File: config.mk
export PLATFORM = sky130hd
export DESIGN_NAME = dup_adder_ced
export DESIGN_NICKNAME = d
export VERILOG_FILES = /design/src/rtl/dup_ced_pkg.sv /design/src/rtl/rca_core.sv /design/src/rtl/trc_cell.sv /design/src/rtl/trc_tree.sv /design/src/rtl/dup_adder_ced.sv
export SDC_FILE = /design/constraint.sdc
export NUM_CORES = 1
export LEC_CHECK = 0
export ABC_CLOCK_PERIOD_IN_PS = 8650
export BUFFER_PORTS_ARGS = -buffer_cell sky130_fd_sc_hd__buf_2
export CAP_MARGIN = 40
export CORE_MARGIN = 10
export CORE_UTILIZATION = 35
export DETAILED_ROUTE_END_ITERATION = 8
export PLACE_DENSITY_LB_ADDON = 0.12
export SYNTH_ARGS = -nofsm -noshare
export SYNTH_HDL_FRONTEND = slang
export SYNTH_SLANG_ARGS = --single-unit
File: constraint.sdc
create_clock -name vclk -period 8.65
set_clock_uncertainty 0.2 [all_clocks]
set_input_delay 0.4325 -clock vclk [all_inputs]
set_output_delay 0.4325 -clock vclk [all_outputs]
set_load 0.01 [all_outputs]
File: src/rtl/dup_ced_pkg.sv
package dup_ced_pkg;

  // Two-rail pair: bit 0 is rail0, bit 1 is rail1. Valid words are 01 and 10.
  typedef logic [1:0] rail_t;

  // Number of nodes at tree level lv for n leaves (ceiling of n / 2^lv).
  function automatic int lvl_cnt(input int n, input int lv);
    return (n + (1 << lv) - 1) >> lv;
  endfunction

  // Index of the first node of level lv in a flat node array.
  function automatic int lvl_off(input int n, input int lv);
    int s;
    s = 0;
    for (int k = 0; k < lv; k++) s += lvl_cnt(n, k);
    return s;
  endfunction

endpackage

File: src/rtl/rca_core.sv
module rca_core #(
  parameter int WIDTH      = 8,
  parameter bit INVERT_OUT = 1'b0
) (
  input  logic [WIDTH-1:0] op_a,
  input  logic [WIDTH-1:0] op_b,
  input  logic             cin,
  output logic [WIDTH:0]   res
);

  logic [WIDTH:0]   carry;
  logic [WIDTH-1:0] s;

  assign carry[0] = cin;

  for (genvar i = 0; i < WIDTH; i++) begin : g_fa
    logic half;
    assign half       = op_a[i] ^ op_b[i];
    assign s[i]       = half ^ carry[i];
    assign carry[i+1] = (op_a[i] & op_b[i]) | (carry[i] & half);
  end

  if (INVERT_OUT) begin : g_inv
    assign res = ~{carry[WIDTH], s};
  end else begin : g_true
    assign res = {carry[WIDTH], s};
  end

endmodule

File: src/rtl/trc_cell.sv
module trc_cell
  import dup_ced_pkg::*;
(
  input  rail_t x,
  input  rail_t y,
  output rail_t z
);

  assign z[0] = (x[0] & y[0]) | (x[1] & y[1]);
  assign z[1] = (x[0] & y[1]) | (x[1] & y[0]);

endmodule

File: src/rtl/trc_tree.sv
module trc_tree
  import dup_ced_pkg::*;
#(
  parameter int LEAVES = 9
) (
  input  logic [LEAVES-1:0] rail0,
  input  logic [LEAVES-1:0] rail1,
  output rail_t             root
);

  localparam int DEPTH = $clog2(LEAVES);
  localparam int NODES = lvl_off(LEAVES, DEPTH + 1);

  rail_t node [NODES];

  for (genvar i = 0; i < LEAVES; i++) begin : g_leaf
    assign node[i] = {rail1[i], rail0[i]};
  end

  for (genvar lv = 0; lv < DEPTH; lv++) begin : g_lvl
    localparam int CUR = lvl_cnt(LEAVES, lv);
    localparam int NXT = lvl_cnt(LEAVES, lv + 1);
    localparam int OC  = lvl_off(LEAVES, lv);
    localparam int ON  = lvl_off(LEAVES, lv + 1);
    for (genvar j = 0; j < NXT; j++) begin : g_node
      if (2 * j + 1 < CUR) begin : g_cell
        trc_cell u_cell (
          .x (node[OC + 2*j]),
          .y (node[OC + 2*j + 1]),
          .z (node[ON + j])
        );
      end else begin : g_pass
        assign node[ON + j] = node[OC + 2*j];
      end
    end
  end

  assign root = node[NODES-1];

endmodule

File: src/rtl/dup_adder_ced.sv
module dup_adder_ced
  import dup_ced_pkg::*;
#(
  parameter int WIDTH = 8
) (
  input  logic [WIDTH-1:0] op_a,
  input  logic [WIDTH-1:0] op_b,
  input  logic             carry_in,
  input  logic [WIDTH:0]   flt_main,
  input  logic [WIDTH:0]   flt_twin,
  output logic [WIDTH-1:0] sum,
  output logic             carry_out,
  output logic [1:0]       chk_rail,
  output logic             err
);

  localparam int OUTS = WIDTH + 1;

  logic [OUTS-1:0] main_raw, twin_raw;
  logic [OUTS-1:0] main_obs, twin_obs;
  rail_t           root;

  rca_core #(.WIDTH(WIDTH), .INVERT_OUT(1'b0)) u_main (
    .op_a (op_a), .op_b (op_b), .cin (carry_in), .res (main_raw)
  );

  rca_core #(.WIDTH(WIDTH), .INVERT_OUT(1'b1)) u_twin (
    .op_a (op_a), .op_b (op_b), .cin (carry_in), .res (twin_raw)
  );

  assign main_obs = main_raw ^ flt_main;
  assign twin_obs = twin_raw ^ flt_twin;

  trc_tree #(.LEAVES(OUTS)) u_tree (
    .rail0 (main_obs),
    .rail1 (twin_obs),
    .root  (root)
  );

  assign sum       = main_obs[WIDTH-1:0];
  assign carry_out = main_obs[WIDTH];
  assign chk_rail  = root;
  assign err       = ~(root[0] ^ root[1]);

endmodule

* After elaboration in Yosys (flattened, before gate mapping)
Cells that the tools add are included.
Widths: inputs -> output; s select.
** Operators by class
- Bitwise operators :: 93
** Operators by type and width (count)
- $and 1x1->1 :: 48
- $or 1x1->1 :: 24
- $xor 9x9->9 :: 2
- $xor 1x1->1 :: 17
- $not 9->9 :: 1
- $not 1->1 :: 1
** Storage, ports and cells
- Word-level logic and storage cells :: 93
- Flip-flop bits (word level) :: 0
- Input bits :: 35

* Longest topological paths before layout
Gate-level depths: netlist of the first run.
- Depth in word-level cells :: 29
- Gate-level depth with buffers :: 16
- Mapped depth without buffers :: 16

* Hierarchy
A second synthesis of the first run with hierarchy kept.
** Second synthesis, totals
- Cells, all modules :: 79
- Area, all modules :: 732.0 um2
** Modules (own cells, without submodules)
- rca_core (u_twin) :: area an instance 227.7 um2, cells each 26, times used 1
- rca_core (u_main) :: area an instance 197.7 um2, cells each 18, times used 1
- dup_adder_ced :: area an instance 166.4 um2, cells each 19, times used 1
- trc_cell :: area an instance 17.5 um2, cells each 2, times used 8

* Worst setup path after synthesis of the first run
OpenSTA, ideal clock, no wires.
- Path kind :: in2out
- From :: input op_a[0]
- To :: output chk_rail[0]
- Stages on the path :: 16
- Data required time :: 8.017 ns
- Path slack :: 3.380 ns
- Arrival time :: 4.637 ns
- Cells stage by stage :: inv_1 fa_1 fa_1 fa_1 fa_1 fa_1 fa_1 inv_1 fa_1 inv_1 fa_1 xnor2_1 a22oi_1 o22ai_2 a22oi_1 o22ai_1
** On the way
- Elaborated cells between the ends (all ways) :: 74
** RTL lines
- start, declared :: RTL line dup_adder_ced.sv:6 : input logic [WIDTH-1:0] op_a,
- $xor 1x1->1 :: RTL line rca_core.sv:18 : assign half = op_a[i] ^ op_b[i];
- $and 1x1->1 :: RTL line rca_core.sv:20 : assign carry[i+1] = (op_a[i] & op_b[i]) | (carry[i] & half);
- $or 1x1->1 * :: RTL line rca_core.sv:20
- $and 1x1->1 * :: RTL line rca_core.sv:20
- $or 1x1->1 * :: RTL line rca_core.sv:20
- $and 1x1->1 * :: RTL line rca_core.sv:20
- $or 1x1->1 * :: RTL line rca_core.sv:20
- $and 1x1->1 * :: RTL line rca_core.sv:20
- [9 not listed]
- via sum[7] :: RTL line dup_adder_ced.sv:11 : output logic [WIDTH-1:0] sum,
- $and 1x1->1 (on tied branches) :: RTL line trc_cell.sv:9, trc_cell.sv:10
- $or 1x1->1 (on tied branches) :: RTL line trc_cell.sv:9, trc_cell.sv:10
- $and 1x1->1 (on tied branches) :: RTL line trc_cell.sv:9, trc_cell.sv:10
- $or 1x1->1 (on tied branches) :: RTL line trc_cell.sv:9, trc_cell.sv:10
- $and 1x1->1 (on tied branches) :: RTL line trc_cell.sv:9, trc_cell.sv:10
- $or 1x1->1 (on tied branches) :: RTL line trc_cell.sv:9, trc_cell.sv:10
- $and 1x1->1 :: RTL line trc_cell.sv:9 : assign z[0] = (x[0] & y[0]) | (x[1] & y[1]);
- $or 1x1->1 * :: RTL line trc_cell.sv:9
- end, declared :: RTL line dup_adder_ced.sv:13 : output logic [1:0] chk_rail,
Mark *: on every way through the listed nets, which the timed path passes. The rest lies on a longest branch.

* Final worst setup path of the first run
- From :: input op_a[0]
- To :: output chk_rail[0]
** On the way
- Word-level cells in the longest chain between the ends :: 26
- Elaborated cells between the ends (all ways) :: 74
** Ends and longest elaborated chain (RTL line)
- $xor 1x1->1 :: rca_core.sv:18
- $and 1x1->1 :: rca_core.sv:20
- $or 1x1->1 :: rca_core.sv:20
- $and 1x1->1 :: rca_core.sv:20
- $or 1x1->1 :: rca_core.sv:20
- $and 1x1->1 :: rca_core.sv:20
- $or 1x1->1 :: rca_core.sv:20
- $and 1x1->1 :: rca_core.sv:20
- [10 not listed]
- $and 1x1->1 (on tied branches) :: trc_cell.sv:9, trc_cell.sv:10
- $or 1x1->1 (on tied branches) :: trc_cell.sv:9, trc_cell.sv:10
- $and 1x1->1 (on tied branches) :: trc_cell.sv:9, trc_cell.sv:10
- $or 1x1->1 (on tied branches) :: trc_cell.sv:9, trc_cell.sv:10
- $and 1x1->1 (on tied branches) :: trc_cell.sv:9, trc_cell.sv:10
- $or 1x1->1 (on tied branches) :: trc_cell.sv:9, trc_cell.sv:10
- $and 1x1->1 :: trc_cell.sv:9
- $or 1x1->1 * :: trc_cell.sv:9
Mark *: on every way between the ends. The rest lies on a longest branch, timed or not.

==> results of run 1 <==
-- worst max-delay path: cells and delay by family --
family,cells,cell delay (ns)
xor+xnor,1,0.20
fa+ha+maj,8,3.01
compound gates,4,0.83
buf+inv,5,0.39
-- layer usage --
| metal | vias up | track usage |
|---|---|---|
| met5 | - | 0 |
| met4 | 0 | 0 |
| met3 | 0 | 0.0271 |
| met2 | 21 | 0.159 |
| met1 | 253 | 0.0964 |
| li1 | 301 | - |
-- power by group --
group	internal (mW)	leakage (nW)	switching, mW
Combinational	0.0632	0.459	0.0728
Sequential	0	0	0
Clock	0	0	0
Total	0.0632	0.459	0.0728
-- synth_stat cells --
| master | n | area share |
|---|---|---|
| inv_1 | 18 | 0.12 |
| xor2_1 | 10 | 0.15 |
| xnor2_1 | 9 | 0.13 |
| fa_1 | 8 | 0.27 |
| a22oi_1 | 7 | 0.090 |
| o22ai_2 | 4 | 0.086 |
| a22oi_2 | 3 | 0.064 |
| o22ai_1 | 2 | 0.021 |
| nand3_1 | 1 | 0.0086 |
| xnor2_2 | 1 | 0.028 |
| xor2_2 | 1 | 0.028 |
-- stage by stage --
step           instance area (um^2)   util  cells  power, mW
2_1_floorplan                   584      -     64      0.101
4_1_cts                         840  0.545    127      0.139
5_1_grt                         840  0.545    127      0.153
3_5_place_dp                    840  0.545    127      0.139
3_3_place_gp                    840  0.545    127      0.136
6_report                        840  0.545    127      0.136
-- worst paths after layout --
kind                     endpoint  slack [ns]
worst max-delay path  chk_rail[0]        3.16
worst min-delay path       sum[5]        0.98
-- area by class of cell --
type / instances / area [um^2] / share of cell area
Multi-Input combinational cell: 46 / 517 / 0.615
Timing Repair Buffer: 47 / 235 / 0.280
Inverter: 18 / 67.6 / 0.0805
Tap cell: 16 / 20.0 / 0.0238
-- logic make-up (layout without fill, tap and decap cells) --
family | Yosys count | count (layout) | synth area share
buf+inv | 18 | 65 | 0.116
fa+ha+maj | 8 | 8 | 0.274
compound gates | 16 | 16 | 0.261
simple gates | 1 | 1 | 0.00856
xor+xnor | 21 | 21 | 0.340
==> flow_metrics.tcl, run 1 <==
set metrics [dict create \
    crit_path_max_incr_delay_ns 0.48 \
    place_hpwl_mm 1.51 \
    hold_buffers 0 \
    wl_met3_um 143 \
    top_layer_used "met3" \
    slowest_stage "fa_1" \
    syn2layout_area_growth_pct 43.7 \
    p_leak_nw 0.459 \
    fin_ws_ns 3.16 \
    hold_violations 0 \
    gp_routability_congestion 0.696 \
    fillCellCount 168 \
    p_per_area_mw_per_mm2 162 \
    syn_nets 107 \
    crit_path_cell_trace "buf_2, inv_1, fa_1, fa_1, fa_1, fa_1, fa_1, fa_1, inv_1, fa_1, inv_1, fa_1, xor2_1, a22oi_1, o22ai_2, a22oi_1, o22ai_1, buf_2" \
    netlist-cell-type-count 11 \
    layout_common_cells "47 x buf_2, 18 x inv_1, 10 x xor2_1" \
    slew_headroom 0.784 \
    ioPinCount 47 \
    yosysWarnings 0 \
    post_cts_buffers 0 \
    antenna_found_initial 0 \
    coreArea_mm2 0.00154 \
    ir_drop_v 0.0000621 \
    gr-usage-all-layers 0.0848 \
    pre_cts_ws_ns 3.14 \
    crit_fanout 3 \
    drv_cap 0 \
    wl_met2_um 841 \
    startpoint "op_a[0]" \
    synthCells 64 \
    grt_max_degree 4 \
    overflow 0 \
    path_class "in -> out" \
    final.setup.tns_ns 0 \
    drt_iter0_markers 7 \
    clock_buffers 0 \
    drive_gt1_frac 0.505 \
    critical_path_arrival_ns 4.86 \
    totalWireLength_mm 1.52 \
    start_util 0.379 \
    required_ns 8.02 \
    drv_slew 0 \
    status "finished clean" \
    whs_ns 0.980 \
    ant_nets 0 \
    antennaDiodeCount 0 \
    vias 575 \
    fin_crit_sh 0.634 \
    synth.avg_cell_area_um2 9.13 \
    grt_pass1_vias 635 \
    wl_met1_um 532 \
    post_cts_resized 0 \
    rows 14 \
    grt_pass1_wl_mm 2.65 \
    fmax_mhz 182 \
    tightest_slew_ns 0.322 \
    worst_path_most_repeated_cell "fa_1" \
    fp.dieArea_mm2 0.00370 \
    seq_area_um2 0 \
    rsz0062_at_grt "no" \
    vias_per_cell 4.53 \
    hp-start "flt_main[5]" \
    worstHoldPathCells 3 \
    die_w_um 60.9 \
    finalCriticalPeriod_ns 5.49 \
    remaining_drc_errors 0 \
    layout_commonest_cell "buf_2" \
    firstDrtPassIters 3 \
    setup_violations 0 \
    hold_class "in -> out" \
    portBuffers 47 \
    syn_area_um2 584 \
    design.seq.count 0 \
    fin_nets 156 \
    dieHeight_um 60.9 \
    start_kind "input port" \
    end_kind "output pin" \
    synth_seq_area_share 0 \
    wl_per_cell_um 11.9 \
]
No activity file was read; power rests on OpenSTA's default activity.
==> inputs of run 2 (changes only) <==
ABC_CLOCK_PERIOD_IN_PS = 4500   (was 8650)
clock period = 4.5 ns   (was 8.65 ns; I/O delays follow)
==> flow_metrics.tcl, run 2 (synthesis results as in run 1) <==
set metrics [dict create \
    status "finished, violations left" \
    violations "setup timing" \
    layout_common_cells "46 x buf_2, 14 x inv_1, 9 x xor2_1" \
    tightest_slew_ns 0.327 \
    fmax_mhz 212 \
    wl_per_cell_um 12.6 \
    syn2layout_area_growth_pct 55.5 \
    p_per_area_mw_per_mm2 325 \
    ant_nets 0 \
    remaining_drc_errors 0 \
    clock_buffers 0 \
    hold_buffers 0 \
    setup_violations 3 \
    die_w_um 60.9 \
    required_ns 4.07 \
    fp.dieArea_mm2 0.00370 \
    fillCellCount 149 \
    layout_commonest_cell "buf_2" \
    critical_path_arrival_ns 4.28 \
    slowest_stage "fa_2" \
    path_class "in -> out" \
    drv_cap 0 \
    ioPinCount 47 \
    fin_crit_sh 1.05 \
    finalCriticalPeriod_ns 4.71 \
    drt_iter0_markers 10 \
    utilization 0.589 \
    cp_top_family "adder cells" \
    slew_headroom 0.781 \
    grt_pass1_vias 658 \
    rows 14 \
    start_util 0.379 \
    fin_ws_ns -0.208 \
    end_kind "output pin" \
    multi_input_area_um2 579 \
    final.setup.tns_ns -0.546 \
    hold_violations 0 \
    fin_nets 156 \
    design.seq.count 0 \
    crit_path_cell_trace "buf_6, inv_2, fa_2, fa_2, fa_2, fa_2, fa_2, fa_2, inv_2, fa_2, inv_2, fa_2, xor2_2, a22oi_2, o22ai_2, a22oi_2, o22ai_2, buf_2" \
    firstDrtPassIters 4 \
    grt_max_degree 4 \
    start_kind "input port" \
    pre_cts_ws_ns -0.364 \
    grt_pass1_wl_mm 2.59 \
    p_leak_nw 0.462 \
    top_layer_used "met3" \
    drv_slew 0 \
    coreArea_mm2 0.00154 \
    seq_area_um2 0 \
    wl_met3_um 92 \
    crit_fanout 3 \
    crit_buf_inv 5 \
    place_hpwl_mm 1.57 \
    overflow 0 \
    vias_per_cell 4.68 \
    antennaDiodeCount 0 \
    crit_path_max_incr_delay_ns 0.57 \
    wl_met2_um 921 \
    totalWireLength_mm 1.60 \
    antenna_found_initial 0 \
    portBuffers 47 \
    dieHeight_um 60.9 \
    rsz0062_at_grt "yes" \
    drive_gt1_frac 0.676 \
    worst_path_most_repeated_cell "fa_2" \
    gp_routability_congestion 0.675 \
    ir_drop_v 0.000185 \
    gr-usage-all-layers 0.0835 \
    wl_met1_um 585 \
    vias 594 \
    hold_class "in -> out" \
]
## run 2: cell counts in the layout (fill, tap and decap cells not counted)
No cell type changed its count.
## run 2: metrics by stage
stage,instances,power (mW),hold slack (ns),area [um^2]
2_1_floorplan,64,0.221,0.333,642
3_3_place_gp,127,0.289,0.556,897
3_5_place_dp,127,0.298,0.561,897
4_1_cts,127,0.301,0.562,908
5_1_grt,127,0.325,0.588,908
6_report,127,0.295,0.562,908
## run 2: worst paths after layout
kind / to / cells after the start / start / slack, ns
setup / recovery: chk_rail[1] / 18 / op_a[0] / -0.21
hold / removal: sum[0] / 3 / flt_main[0] / 0.56
## run 2: power breakdown
part / internal, mW / switching, mW
Clock: 0 / 0
Sequential: 0 / 0
Combinational: 0.139 / 0.156
## run 2: per-layer routing
layer  global-route usage  up-vias
li1                     -      299
met1               0.0858      272
met2                0.178       23
met3               0.0125        0
met4                    0        0
met5                    0        -
## run 2: tightest hold or removal path, delay by kind of cell
family                    cells  cell delay (ns)
xor gates and xnor gates      1             0.08
buffers and inverters         2             0.23
## run 2: final cells by class
| cell class | instances | share of cell area |
|---|---|---|
| tap | 16 | 0.0220 |
| inverter | 18 | 0.0744 |
| timing repair buffer | 47 | 0.266 |
| multi-input combinational | 46 | 0.638 |
## run 2: timing repair
item / 4_1_cts / 5_1_grt
setup buffers: 0 / 0
gates cloned: 0 / 0
pin swaps: 10 / 2
resized for setup: 7 / 0
endpoints found under the setup margin: 3 / 3
==> inputs of run 3 (changes only) <==
CORE_MARGIN = 2   (was 10)
CORE_UTILIZATION = 25   (was 35)
SLEW_MARGIN = 20   (was default)
==> flow_metrics.tcl, run 3 (synthesis results as in run 1) <==
set metrics [dict create \
    startpoint "op_a[0]" \
    status "finished, violations left" \
    required_ns 4.07 \
    grt_max_degree 4 \
    vias_per_cell 4.44 \
    die_w_um 52.3 \
    coreArea_mm2 0.00221 \
    critical_path_arrival_ns 4.32 \
    end_kind "output pin" \
    violations "setup timing" \
    clock_buffers 0 \
    seq_area_um2 0 \
    path_depth 18 \
    gr-usage-all-layers 0.0946 \
    totalWireLength_mm 1.26 \
    rows 17 \
    tightest_slew_ns 0.332 \
    ir_drop_v 0.000141 \
    crit_path_max_incr_delay_ns 0.57 \
    hold_buffers 0 \
    post_cts_buffers 0 \
    hold_violations 0 \
    cp_top_family "adder cells" \
    ant_nets 0 \
    fmax_mhz 211 \
    firstDrtPassIters 4 \
    syn2layout_area_growth_pct 58.0 \
    dieHeight_um 52.3 \
    path_class "in -> out" \
    crit_buf_inv 5 \
    drive_gt1_frac 0.676 \
    drt_iter0_markers 6 \
    wl_per_cell_um 9.06 \
    place_hpwl_mm 1.21 \
    start_kind "input port" \
    slowest_stage "fa_2" \
    antenna_found_initial 0 \
    start_util 0.264 \
    crit_fanout 3 \
    layout_commonest_cell "buf_2" \
    pre_cts_ws_ns -0.405 \
    crit_path_cell_trace "buf_6, inv_2, fa_2, fa_2, fa_2, fa_2, fa_2, fa_2, inv_2, fa_2, inv_2, fa_2, xor2_2, a22oi_2, o22ai_2, a22oi_2, o22ai_2, buf_2" \
    layout_common_cells "46 x buf_2, 14 x inv_1, 9 x xor2_1" \
    antennaDiodeCount 0 \
    vias 617 \
    drv_cap 0 \
    grt_pass1_wl_mm 2.10 \
    design.seq.count 0 \
    rsz0062_at_grt "yes" \
    slew_headroom 0.777 \
    p_leak_nw 0.461 \
    drv_slew 0 \
    ioPinCount 47 \
    crit_end "chk_rail[0]" \
    finalCriticalPeriod_ns 4.75 \
    fin_nets 156 \
    portBuffers 47 \
    fin_ws_ns -0.249 \
    grt_pass1_vias 592 \
    overflow 0 \
    p_per_area_mw_per_mm2 318 \
    final.setup.tns_ns -0.648 \
    fin_crit_sh 1.06 \
    setup_violations 3 \
    remaining_drc_errors 0 \
    hold_class "in -> out" \
    gp_routability_congestion 0.648 \
    fp.dieArea_mm2 0.00274 \
    worst_path_most_repeated_cell "fa_2" \
]
run 3: tightest hold or removal path, cell delays in order:
cell	delay (ns)
buf_2	0.08
xnor2_1	0.08
buf_2	0.15
run 3: layout make-up:
type	instances	area [um^2]
Fill cell	230	1290
Inverter	18	67.6
Multi-Input combinational cell	46	579
Tap cell	28	35.0
Timing Repair Buffer	47	241
run 3: worst min-delay path by stage:
stage	cells past startpoint	to	slack (ns)	startpoint
after floorplan	1	sum[2]	0.33	flt_main[2]
after global placement	3	sum[1]	0.56	flt_main[1]
after detailed placement	3	sum[4]	0.57	flt_main[4]
after CTS	3	sum[0]	0.57	flt_main[0]
after global routing	3	sum[1]	0.58	flt_main[1]
final	3	sum[1]	0.57	flt_main[1]
run 3: repair_timing:
action | 4_1_cts | 5_1_grt
gates resized for setup | 6 | 1
pin swaps | 9 | 5
setup endpoints to repair | 3 | 3
run 3: stage by stage:
stage | cell area (um^2) | hold WS, ns | std cells | total power, mW | utilization
6_report | 923 | 0.568 | 139 | 0.293 | 0.417
2_1_floorplan | 642 | 0.333 | 64 | 0.221 | -
5_1_grt | 923 | 0.583 | 139 | 0.320 | 0.417
3_3_place_gp | 912 | 0.557 | 139 | 0.287 | 0.412
3_5_place_dp | 912 | 0.566 | 139 | 0.294 | 0.412
4_1_cts | 923 | 0.567 | 139 | 0.298 | 0.417
run 3: power by group:
group / switching, mW / internal (mW) / total (mW)
clock network: 0 / 0 / 0
registers: 0 / 0 / 0
logic: 0.154 / 0.139 / 0.293
total: 0.154 / 0.139 / 0.293
run 3: per-layer routing:
layer  vias up  global-route usage  part of all wire  routed length (um)
li1        301                   -                 -                   -
met1       292               0.106              0.37                 471
met5         -                   0                 0                   0
met3         0                   0             0.068                  85
met4         0                   0                 0                   0
met2        24               0.204              0.56                 702
